### src/rtl/xmem_pkg.sv
package xmem_pkg;
  typedef enum logic [2:0] {
    ST_IDLE, ST_ADDR, ST_SETUP, ST_STRB, ST_HOLD, ST_RESP
  } xm_state_e;
endpackage

### src/rtl/xmem_decode.sv
module xmem_decode #(
  parameter int          AW      = 16,
  parameter logic [15:0] INT_TOP = 16'h025F
) (
  input  logic [AW-1:0] addr_i,
  output logic          is_int_o
);
  localparam logic [AW-1:0] TopL = AW'(INT_TOP);
  assign is_int_o = (addr_i <= TopL);
endmodule

### src/rtl/xmem_seq.sv
module xmem_seq
  import xmem_pkg::*;
#(
  parameter int AW = 16,
  parameter int DW = 8,
  parameter int WW = 2
) (
  input  logic          clk_i,
  input  logic          rst_ni,
  input  logic          en_i,
  input  logic          req_i,
  input  logic          we_i,
  input  logic [AW-1:0] addr_i,
  input  logic [DW-1:0] wdata_i,
  input  logic [WW-1:0] wait_i,
  input  logic          is_int_i,
  output xm_state_e     st_o,
  output logic          last_o,
  output logic [AW-1:0] addr_q_o,
  output logic [DW-1:0] wdata_q_o,
  output logic          we_q_o,
  output logic          int_q_o
);
  xm_state_e     st_q;
  logic [WW-1:0] wcnt_q, wlim_q;

  always_ff @(posedge clk_i or negedge rst_ni) begin
    if (!rst_ni) begin
      st_q      <= ST_IDLE;
      wcnt_q    <= '0;
      wlim_q    <= '0;
      addr_q_o  <= '0;
      wdata_q_o <= '0;
      we_q_o    <= 1'b0;
      int_q_o   <= 1'b0;
    end else begin
      unique case (st_q)
        ST_IDLE: if (req_i) begin
          addr_q_o  <= addr_i;
          wdata_q_o <= wdata_i;
          we_q_o    <= we_i;
          int_q_o   <= is_int_i;
          wlim_q    <= wait_i;
          st_q      <= en_i ? ST_ADDR : ST_RESP;
        end
        ST_ADDR:  st_q <= ST_SETUP;
        ST_SETUP: begin
          wcnt_q <= '0;
          st_q   <= ST_STRB;
        end
        ST_STRB: begin
          if (wcnt_q == wlim_q) st_q <= ST_HOLD;
          else                  wcnt_q <= wcnt_q + 1'b1;
        end
        default: st_q <= ST_IDLE;
      endcase
    end
  end

  assign st_o   = st_q;
  assign last_o = (st_q == ST_STRB) && (wcnt_q == wlim_q);

  // a request while busy must not disturb the captured access
  p_ignore_busy_r11: assert property (@(posedge clk_i) disable iff (!rst_ni)
    (st_q != ST_IDLE) |=> $stable(addr_q_o) && $stable(we_q_o));
  // wait counter never passes its captured limit
  p_wait_bound_r8: assert property (@(posedge clk_i) disable iff (!rst_ni)
    (st_q == ST_STRB) |-> (wcnt_q <= wlim_q));
endmodule

### src/rtl/xmem_pins.sv
module xmem_pins
  import xmem_pkg::*;
#(
  parameter int AW = 16,
  parameter int DW = 8
) (
  input  logic          clk_i,
  input  logic          rst_ni,
  input  logic          en_i,
  input  xm_state_e     st_i,
  input  logic          last_i,
  input  logic [AW-1:0] addr_q_i,
  input  logic [DW-1:0] wdata_q_i,
  input  logic          we_q_i,
  input  logic          int_q_i,
  input  logic [DW-1:0] ad_i,
  output logic [DW-1:0] ad_o,
  output logic          ad_oe_o,
  output logic [AW-DW-1:0] ahi_o,
  output logic          ale_o,
  output logic          rd_no,
  output logic          wr_no,
  output logic [DW-1:0] rdata_o,
  output logic          ready_o,
  output logic          busy_o,
  output logic          int_sel_o,
  output logic          pin_ovr_o
);
  logic data_ph, strb_act;

  assign data_ph   = (st_i == ST_SETUP) || (st_i == ST_STRB) || (st_i == ST_HOLD);
  assign ale_o     = (st_i == ST_ADDR);
  assign ad_o      = ale_o ? addr_q_i[DW-1:0] : wdata_q_i;
  assign ad_oe_o   = ale_o || (we_q_i && data_ph);
  assign ahi_o     = addr_q_i[AW-1:DW];
  assign strb_act  = (st_i == ST_STRB) && !int_q_i;
  assign rd_no     = !(strb_act && !we_q_i);
  assign wr_no     = !(strb_act && we_q_i);
  assign ready_o   = (st_i == ST_HOLD) || (st_i == ST_RESP);
  assign busy_o    = (st_i != ST_IDLE);
  assign int_sel_o = busy_o && int_q_i;
  assign pin_ovr_o = en_i;

  always_ff @(posedge clk_i or negedge rst_ni) begin
    if (!rst_ni)                          rdata_o <= '0;
    else if (last_i && !int_q_i && !we_q_i) rdata_o <= ad_i;
  end

  p_ale_addr_r2: assert property (@(posedge clk_i) disable iff (!rst_ni)
    $fell(ale_o) |-> $past(ad_oe_o));
  p_strb_ale_low_r3: assert property (@(posedge clk_i) disable iff (!rst_ni)
    (!rd_no || !wr_no) |-> !ale_o);
  p_int_quiet_r4: assert property (@(posedge clk_i) disable iff (!rst_ni)
    int_sel_o |-> (rd_no && wr_no));
  p_dis_quiet_r6: assert property (@(posedge clk_i) disable iff (!rst_ni)
    (st_i == ST_RESP) |-> (!ale_o && !ad_oe_o && rd_no && wr_no));
  p_one_strobe_r8: assert property (@(posedge clk_i) disable iff (!rst_ni)
    (rd_no || wr_no));
  p_rd_release_r9: assert property (@(posedge clk_i) disable iff (!rst_ni)
    !rd_no |-> !ad_oe_o);
  p_wr_hold_r10: assert property (@(posedge clk_i) disable iff (!rst_ni)
    $rose(wr_no) |-> ad_oe_o);
  p_ready_pulse_r11: assert property (@(posedge clk_i) disable iff (!rst_ni)
    ready_o |=> !ready_o);
endmodule

### src/rtl/xmem_ctrl.sv
module xmem_ctrl
  import xmem_pkg::*;
#(
  parameter int          AW      = 16,
  parameter int          DW      = 8,
  parameter int          WW      = 2,
  parameter logic [15:0] INT_TOP = 16'h025F
) (
  input  logic          clk_i,
  input  logic          rst_ni,
  input  logic          en_i,
  input  logic [WW-1:0] wait_i,
  input  logic          req_i,
  input  logic          we_i,
  input  logic [AW-1:0] addr_i,
  input  logic [DW-1:0] wdata_i,
  output logic          ready_o,
  output logic          busy_o,
  output logic [DW-1:0] rdata_o,
  output logic          int_sel_o,
  output logic          pin_ovr_o,
  output logic [DW-1:0] ad_o,
  input  logic [DW-1:0] ad_i,
  output logic          ad_oe_o,
  output logic [AW-DW-1:0] ahi_o,
  output logic          ale_o,
  output logic          rd_no,
  output logic          wr_no
);
  xm_state_e     st;
  logic          last, is_int, we_q, int_q;
  logic [AW-1:0] addr_q;
  logic [DW-1:0] wdata_q;

  xmem_decode #(.AW(AW), .INT_TOP(INT_TOP)) u_decode (
    .addr_i(addr_i), .is_int_o(is_int));

  xmem_seq #(.AW(AW), .DW(DW), .WW(WW)) u_seq (
    .clk_i(clk_i), .rst_ni(rst_ni), .en_i(en_i), .req_i(req_i), .we_i(we_i),
    .addr_i(addr_i), .wdata_i(wdata_i), .wait_i(wait_i), .is_int_i(is_int),
    .st_o(st), .last_o(last), .addr_q_o(addr_q), .wdata_q_o(wdata_q),
    .we_q_o(we_q), .int_q_o(int_q));

  xmem_pins #(.AW(AW), .DW(DW)) u_pins (
    .clk_i(clk_i), .rst_ni(rst_ni), .en_i(en_i), .st_i(st), .last_i(last),
    .addr_q_i(addr_q), .wdata_q_i(wdata_q), .we_q_i(we_q), .int_q_i(int_q),
    .ad_i(ad_i), .ad_o(ad_o), .ad_oe_o(ad_oe_o), .ahi_o(ahi_o), .ale_o(ale_o),
    .rd_no(rd_no), .wr_no(wr_no), .rdata_o(rdata_o), .ready_o(ready_o),
    .busy_o(busy_o), .int_sel_o(int_sel_o), .pin_ovr_o(pin_ovr_o));
endmodule

### config.mk
export PLATFORM = sky130hd
export DESIGN_NAME = xmem_ctrl
export DESIGN_NICKNAME = d
export VERILOG_FILES = /design/src/rtl/xmem_pkg.sv /design/src/rtl/xmem_decode.sv /design/src/rtl/xmem_seq.sv /design/src/rtl/xmem_pins.sv /design/src/rtl/xmem_ctrl.sv
export SDC_FILE = /design/constraint.sdc
export NUM_CORES = 1
export LEC_CHECK = 0
export ABC_AREA = 0
export BUFFER_PORTS_ARGS = -buffer_cell sky130_fd_sc_hd__clkbuf_2
export CORE_ASPECT_RATIO = 1.4
export CORE_MARGIN = 2
export CORE_UTILIZATION = 50
export DETAILED_ROUTE_END_ITERATION = 7
export PLACE_DENSITY = 0.91
export REMOVE_ABC_BUFFERS = 1
export SYNTH_ARGS = -nofsm -noshare
export SYNTH_HDL_FRONTEND = slang
export SYNTH_SLANG_ARGS = --single-unit
### constraint.sdc
create_clock -name clk_i -period 5.52 [get_ports clk_i]
set_input_delay 1.656 -clock clk_i [delete_from_list [all_inputs] [get_ports clk_i]]
set_output_delay 1.656 -clock clk_i [all_outputs]
set_load 0.01 [all_outputs]
# After elaboration in Yosys (flattened, before gate mapping)
# Cells that the tools add are included.
[totals]
word_cells = 48
regBits = 41
[classes]
muxes = 7
n_eq_ne = 9
n_lt_le_gt_ge = 1
reduce_logical = 22
addsub = 1
[ops]
columns = ["op", "count"]
rows = [
  ["less-or-equal comparator 16 x 10 -> 1 bit (second input constant)", 1],
  ["case mux 3 bit (4 select lines)", 1],
  ["two-way mux 3 bit", 3],
  ["logical AND 1 bit", 8],
  ["two-way mux 8 bit", 1],
  ["== test 3 x 2 -> 1 bit (second input constant)", 2],
  ["== test 3 bit (second input constant)", 2],
  ["!= test 2 bit (second input constant)", 3],
  ["AND reduction 2 bit", 3],
  ["logical NOT 1 bit", 4],
  ["logical OR 1 bit", 4],
  ["case mux 2 bit (2 select lines)", 1],
  ["== test 3 x 1 -> 1 bit (second input constant)", 1],
  ["logical NOT 3 bit", 1],
  ["nonzero test 3 bit", 1],
  ["adder 2 x 1 -> 2 bit (second input constant)", 1],
  ["== test 2 bit", 1],
  ["two-way mux 2 bit", 1],
  ["nonzero test 2 bit", 1],
]

# Longest topological paths before layout
[depth]
word_depth = 5
mapped_depth = 4
ltp_nobuf = 3

# By module
# A second synthesis with hierarchy kept.
[unflattened]
cells_unflattened = 137
area_unflattened_um2 = 1949.4
[modules_own_cells]
columns = ["module", "area_per_inst_um2", "instances", "cells_each", "seq_area_each_um2"]
rows = [
  ["xmem_seq", 1375.1, 1, 89, 825.8],
  ["xmem_pins", 543.0, 1, 45, 200.2],
  ["xmem_decode", 31.3, 1, 3, 0.0],
]

# Worst setup path before layout
# OpenSTA, ideal clock, no wires.
[synth_timing]
path_type = "input to output"
startpoint = "input port en_i"
endpoint = "output port pin_ovr_o"
t_arrival_ns = 1.775
path_buffers = 1
path_slack_ns = 2.089
path_stages = 1
path_cell_list = "buf_4"
[synth_lines]
columns = ["item", "line", "rtl"]
rows = [
  ["start, declared", "xmem_ctrl.sv:11", "input logic en_i,"],
  ["end, declared", "xmem_ctrl.sv:21", "output logic pin_ovr_o,"],
]
# No word-level cell between the ends.

# Worst setup path after layout
[layout_timing]
startpoint = "register u_seq.st_q[2], in the netlist u_seq.st_o[2]"
endpoint = "output port ad_o[5]"
[layout_via]
elab_chain_cells = 2
[layout_lines]
columns = ["item", "line", "rtl"]
rows = [
  ["start, declared", "xmem_seq.sv:24", "xm_state_e st_q;"],
  ["start signal, assigned", "xmem_seq.sv:44", "st_q <= en_i ? ST_ADDR : ST_RESP;"],
  ["== test 3 x 1 -> 1 bit", "xmem_pins.sv:32", "assign ale_o = (st_i == ST_ADDR);"],
  ["two-way mux 8 bit", "xmem_pins.sv:33", "assign ad_o = ale_o ? addr_q_i[DW-1:0] : wdata_q_i;"],
  ["end, declared", "xmem_ctrl.sv:22", "output logic [DW-1:0] ad_o,"],
]
# No other way between the ends.

==> run_results.csv <==
group,metric,value,unit
synth,synthCells,140,
floorplan,die_w,56.30,microns
drt,drc,0,
clock_tree,cts_resized,0,
run,cap_violations,0,
setup_path,end_kind,"output pin",
synth,syn-cell-area,1914,sq um
drt,firstDrtPassIters,4,
floorplan,row_count,26,
pwr,vdd_ir_drop_max,0.3613,mV
clock_tree,clock_path_buffers,2,
pwr,power.total,0.001341,W
setup_path,critPathKind,"reg -> out",
place,place_area,2212,sq um
synth,synth.distinct_cells,30,
setup_path,startpoint_type,"flip-flop",
clock_tree,cts_setup_buffers,0,
place,port_buffers,70,
timing,fin_crit,3580,ps
floorplan,die_y,77.21,microns
timing,slew_headroom,0.3390,
timing,skew,7.220,ps
clock_tree,insertion_delay,280,ps
drt,wirelength,3.469,mm
cells_and_area,syn_to_final_growth,20.98,%
pwr,power_density,579.0,nW/um^2
drt,wire_per_inst,14.16,microns
timing,hold_viol_final,0,
cells_and_area,antenna_cells,0,
timing,post-route-period-util,0.6486,
clock_tree,ctsHoldBuffers,0,
cells_and_area,drive_gt1_frac,0.6059,
drt,first_iter_violations,26,
timing,tns,0,ps
place,post-dp-hpwl,2.586,mm
drt,via_count,1305,
drt,ant_nets,0,
place,gp_congestion,0.7207,
synth,synth_area_per_cell,13.67,sq um
timing,finalSetupViolCount,0,
clock_tree,numCtsBuffers,5,
synth,synth_edf_count,0,
global_route,grt_pass1_wl,5.775,mm
global_route,overflow,0,
outcome,status,"completed",
setup_path,required,3860,ps
synth,yosys_register_bits,41,
global_route,grt_pass1_vias,1349,
clock_tree,cts_htree_levels,2,
floorplan,dieArea,4347,sq um
timing,slew_viol_final,0,
timing,holdWs,503.9,ps
timing,worstMarginPinSlew,991.5,ps
clock_tree,clkTransAtPathRegs,70,ps
global_route,grt_max_degree,42,
synth,ys_seq_area_frac,0.5359,
floorplan,start_util,0.5208,
pwr,leakage,1.101,nW
clock_tree,root_buffer,"clkbuf_8",
synth,async_reset_ff_frac,1.000,
cells_and_area,fin_nets,242,
cells_and_area,final_cell_area,2316,sq um
global_route,antenna_found_initial,0,
floorplan,io_pins,71,
clock_tree,cts_sinks,41,
clock_tree,cts_tree,"done",
setup_path,cp_max_fo,12,
drt,vias_per_cell,5.327,
floorplan,coreArea,3676,sq um
min_path,hold_path.class,"reg -> reg",
timing,rsz0062_at_grt,"false",
synth,synthFlopType,"dfrtp_1",
setup_path,critPathArrivalTime,1920,ps
timing,clock.fmax,0.2793,GHz
global_route,grt_usage,0.1728,
synth,ys_warn_count,0,
==> flip-flops by register name, indices dropped and copies added (netlist names) <==
signal           flops
u_seq.wcnt_q         2
u_seq.st_o           3
u_seq.int_q_o        1
u_seq.addr_q_o      16
u_pins.rdata_o       8
u_seq.wlim_q         2
u_seq.we_q_o         1
u_seq.wdata_q_o      8
==> stage by stage <==
| stage | cells | worst slack (ps) | util |
|---|---|---|---|
| floorplan | 126 | 2208 | - |
| global placement | 238 | 2009 | 0.6018 |
| detailed placement | 238 | 2007 | 0.6018 |
| CTS | 245 | 1906 | 0.6300 |
| global route | 245 | 1806 | 0.6300 |
| finish | 245 | 1940 | 0.6300 |
==> cells in the final DEF (no fill, tap or decap) <==
cell type,instances
a2111oi_0,1
a211o_1,1
a21oi_1,2
and2_1,1
and4bb_1,1
bufinv_16,1
clkbuf_2,70
clkbuf_8,5
clkinv_2,1
dfrtp_1,41
inv_1,1
mux2_1,1
mux2_2,43
nand2_1,7
nand2b_1,3
nand3b_1,2
nor2_1,1
nor2_2,1
nor2_4,1
nor2b_1,1
nor3b_1,1
nor4b_4,1
nor4bb_1,2
o211ai_1,2
o21a_1,2
o21ai_0,3
o21bai_1,1
o311ai_0,1
or3_1,2
or4_1,1
xor2_1,2
==> critical path: stages (launching register included) <==
cell	delay (ps)
dfrtp_1	480
nand2b_1	210
nor2_2	420
mux2_2	400
clkbuf_2	130
==> cells by family after synthesis <==
family / count (synthesis) / share of synthesized area
AO/OA/AOI/OAI: 13 / 0.04640
XOR/XNOR: 2 / 0.009152
buffers and inverters: 15 / 0.05686
flip-flops: 41 / 0.5359
multiplexers: 44 / 0.2588
AND/OR/NAND/NOR: 25 / 0.09282
==> power breakdown <==
part / internal (W) / switching (W) / leakage, nW
sequential: 0.000448 / 0.000102 / 0.492
combinational: 0.000306 / 0.000259 / 0.555
clock: 0.000131 / 0.0000949 / 0.0540
==> per-layer routing <==
layer | track usage | part of all wire
met1 | 0.1940 | 0.39
met2 | 0.3000 | 0.55
met3 | 0.04722 | 0.052
met4 | 0.07857 | 0.0095
met5 | 0 | 0
==> final cells by class <==
class	count	area [sq um]
fillers	302	1360
flip-flops and latches	41	1026
multi-input cells	84	779.5
repair buffers	70	350.3
clock buffers	5	68.82
well taps	42	52.55
clock inverters	2	35.03
inverters	1	3.754
==> Yosys cell counts, drive strengths merged (2+ instances only) <==
master,instances,area (sq um)
nand2b,3,18.77
o21a,2,15.01
a21oi,2,10.01
dfrtp,41,1026
nor4bb,2,20.02
mux2,44,495.5
nand3b,2,15.01
or3,2,12.51
clkbuf,2,7.510
o21ai,3,15.01
nand2,7,26.28
buf,12,97.59
nor2,3,21.27
xor2,2,17.52
o211ai,2,15.01
==> final timing paths <==
| check | start | to | slack (ps) | cells past startpoint |
|---|---|---|---|---|
| max | u_seq.st_o[2] | ad_o[5] | 1940 | 4 |
| min | u_seq.addr_q_o[14] | u_seq.addr_q_o[14] | 500 | 1 |
| max reg2reg | u_seq.st_o[1] | u_seq.addr_q_o[4] | 3400 | 3 |
| min reg2reg | u_seq.addr_q_o[14] | u_seq.addr_q_o[14] | 500 | 1 |
| max in group asynchronous | rst_ni | u_seq.addr_q_o[11] | 3380 | 1 |
| min in group asynchronous | rst_ni | u_seq.st_o[2] | 1530 | 1 |
Note: power is estimated with default switching activity, not from simulation.
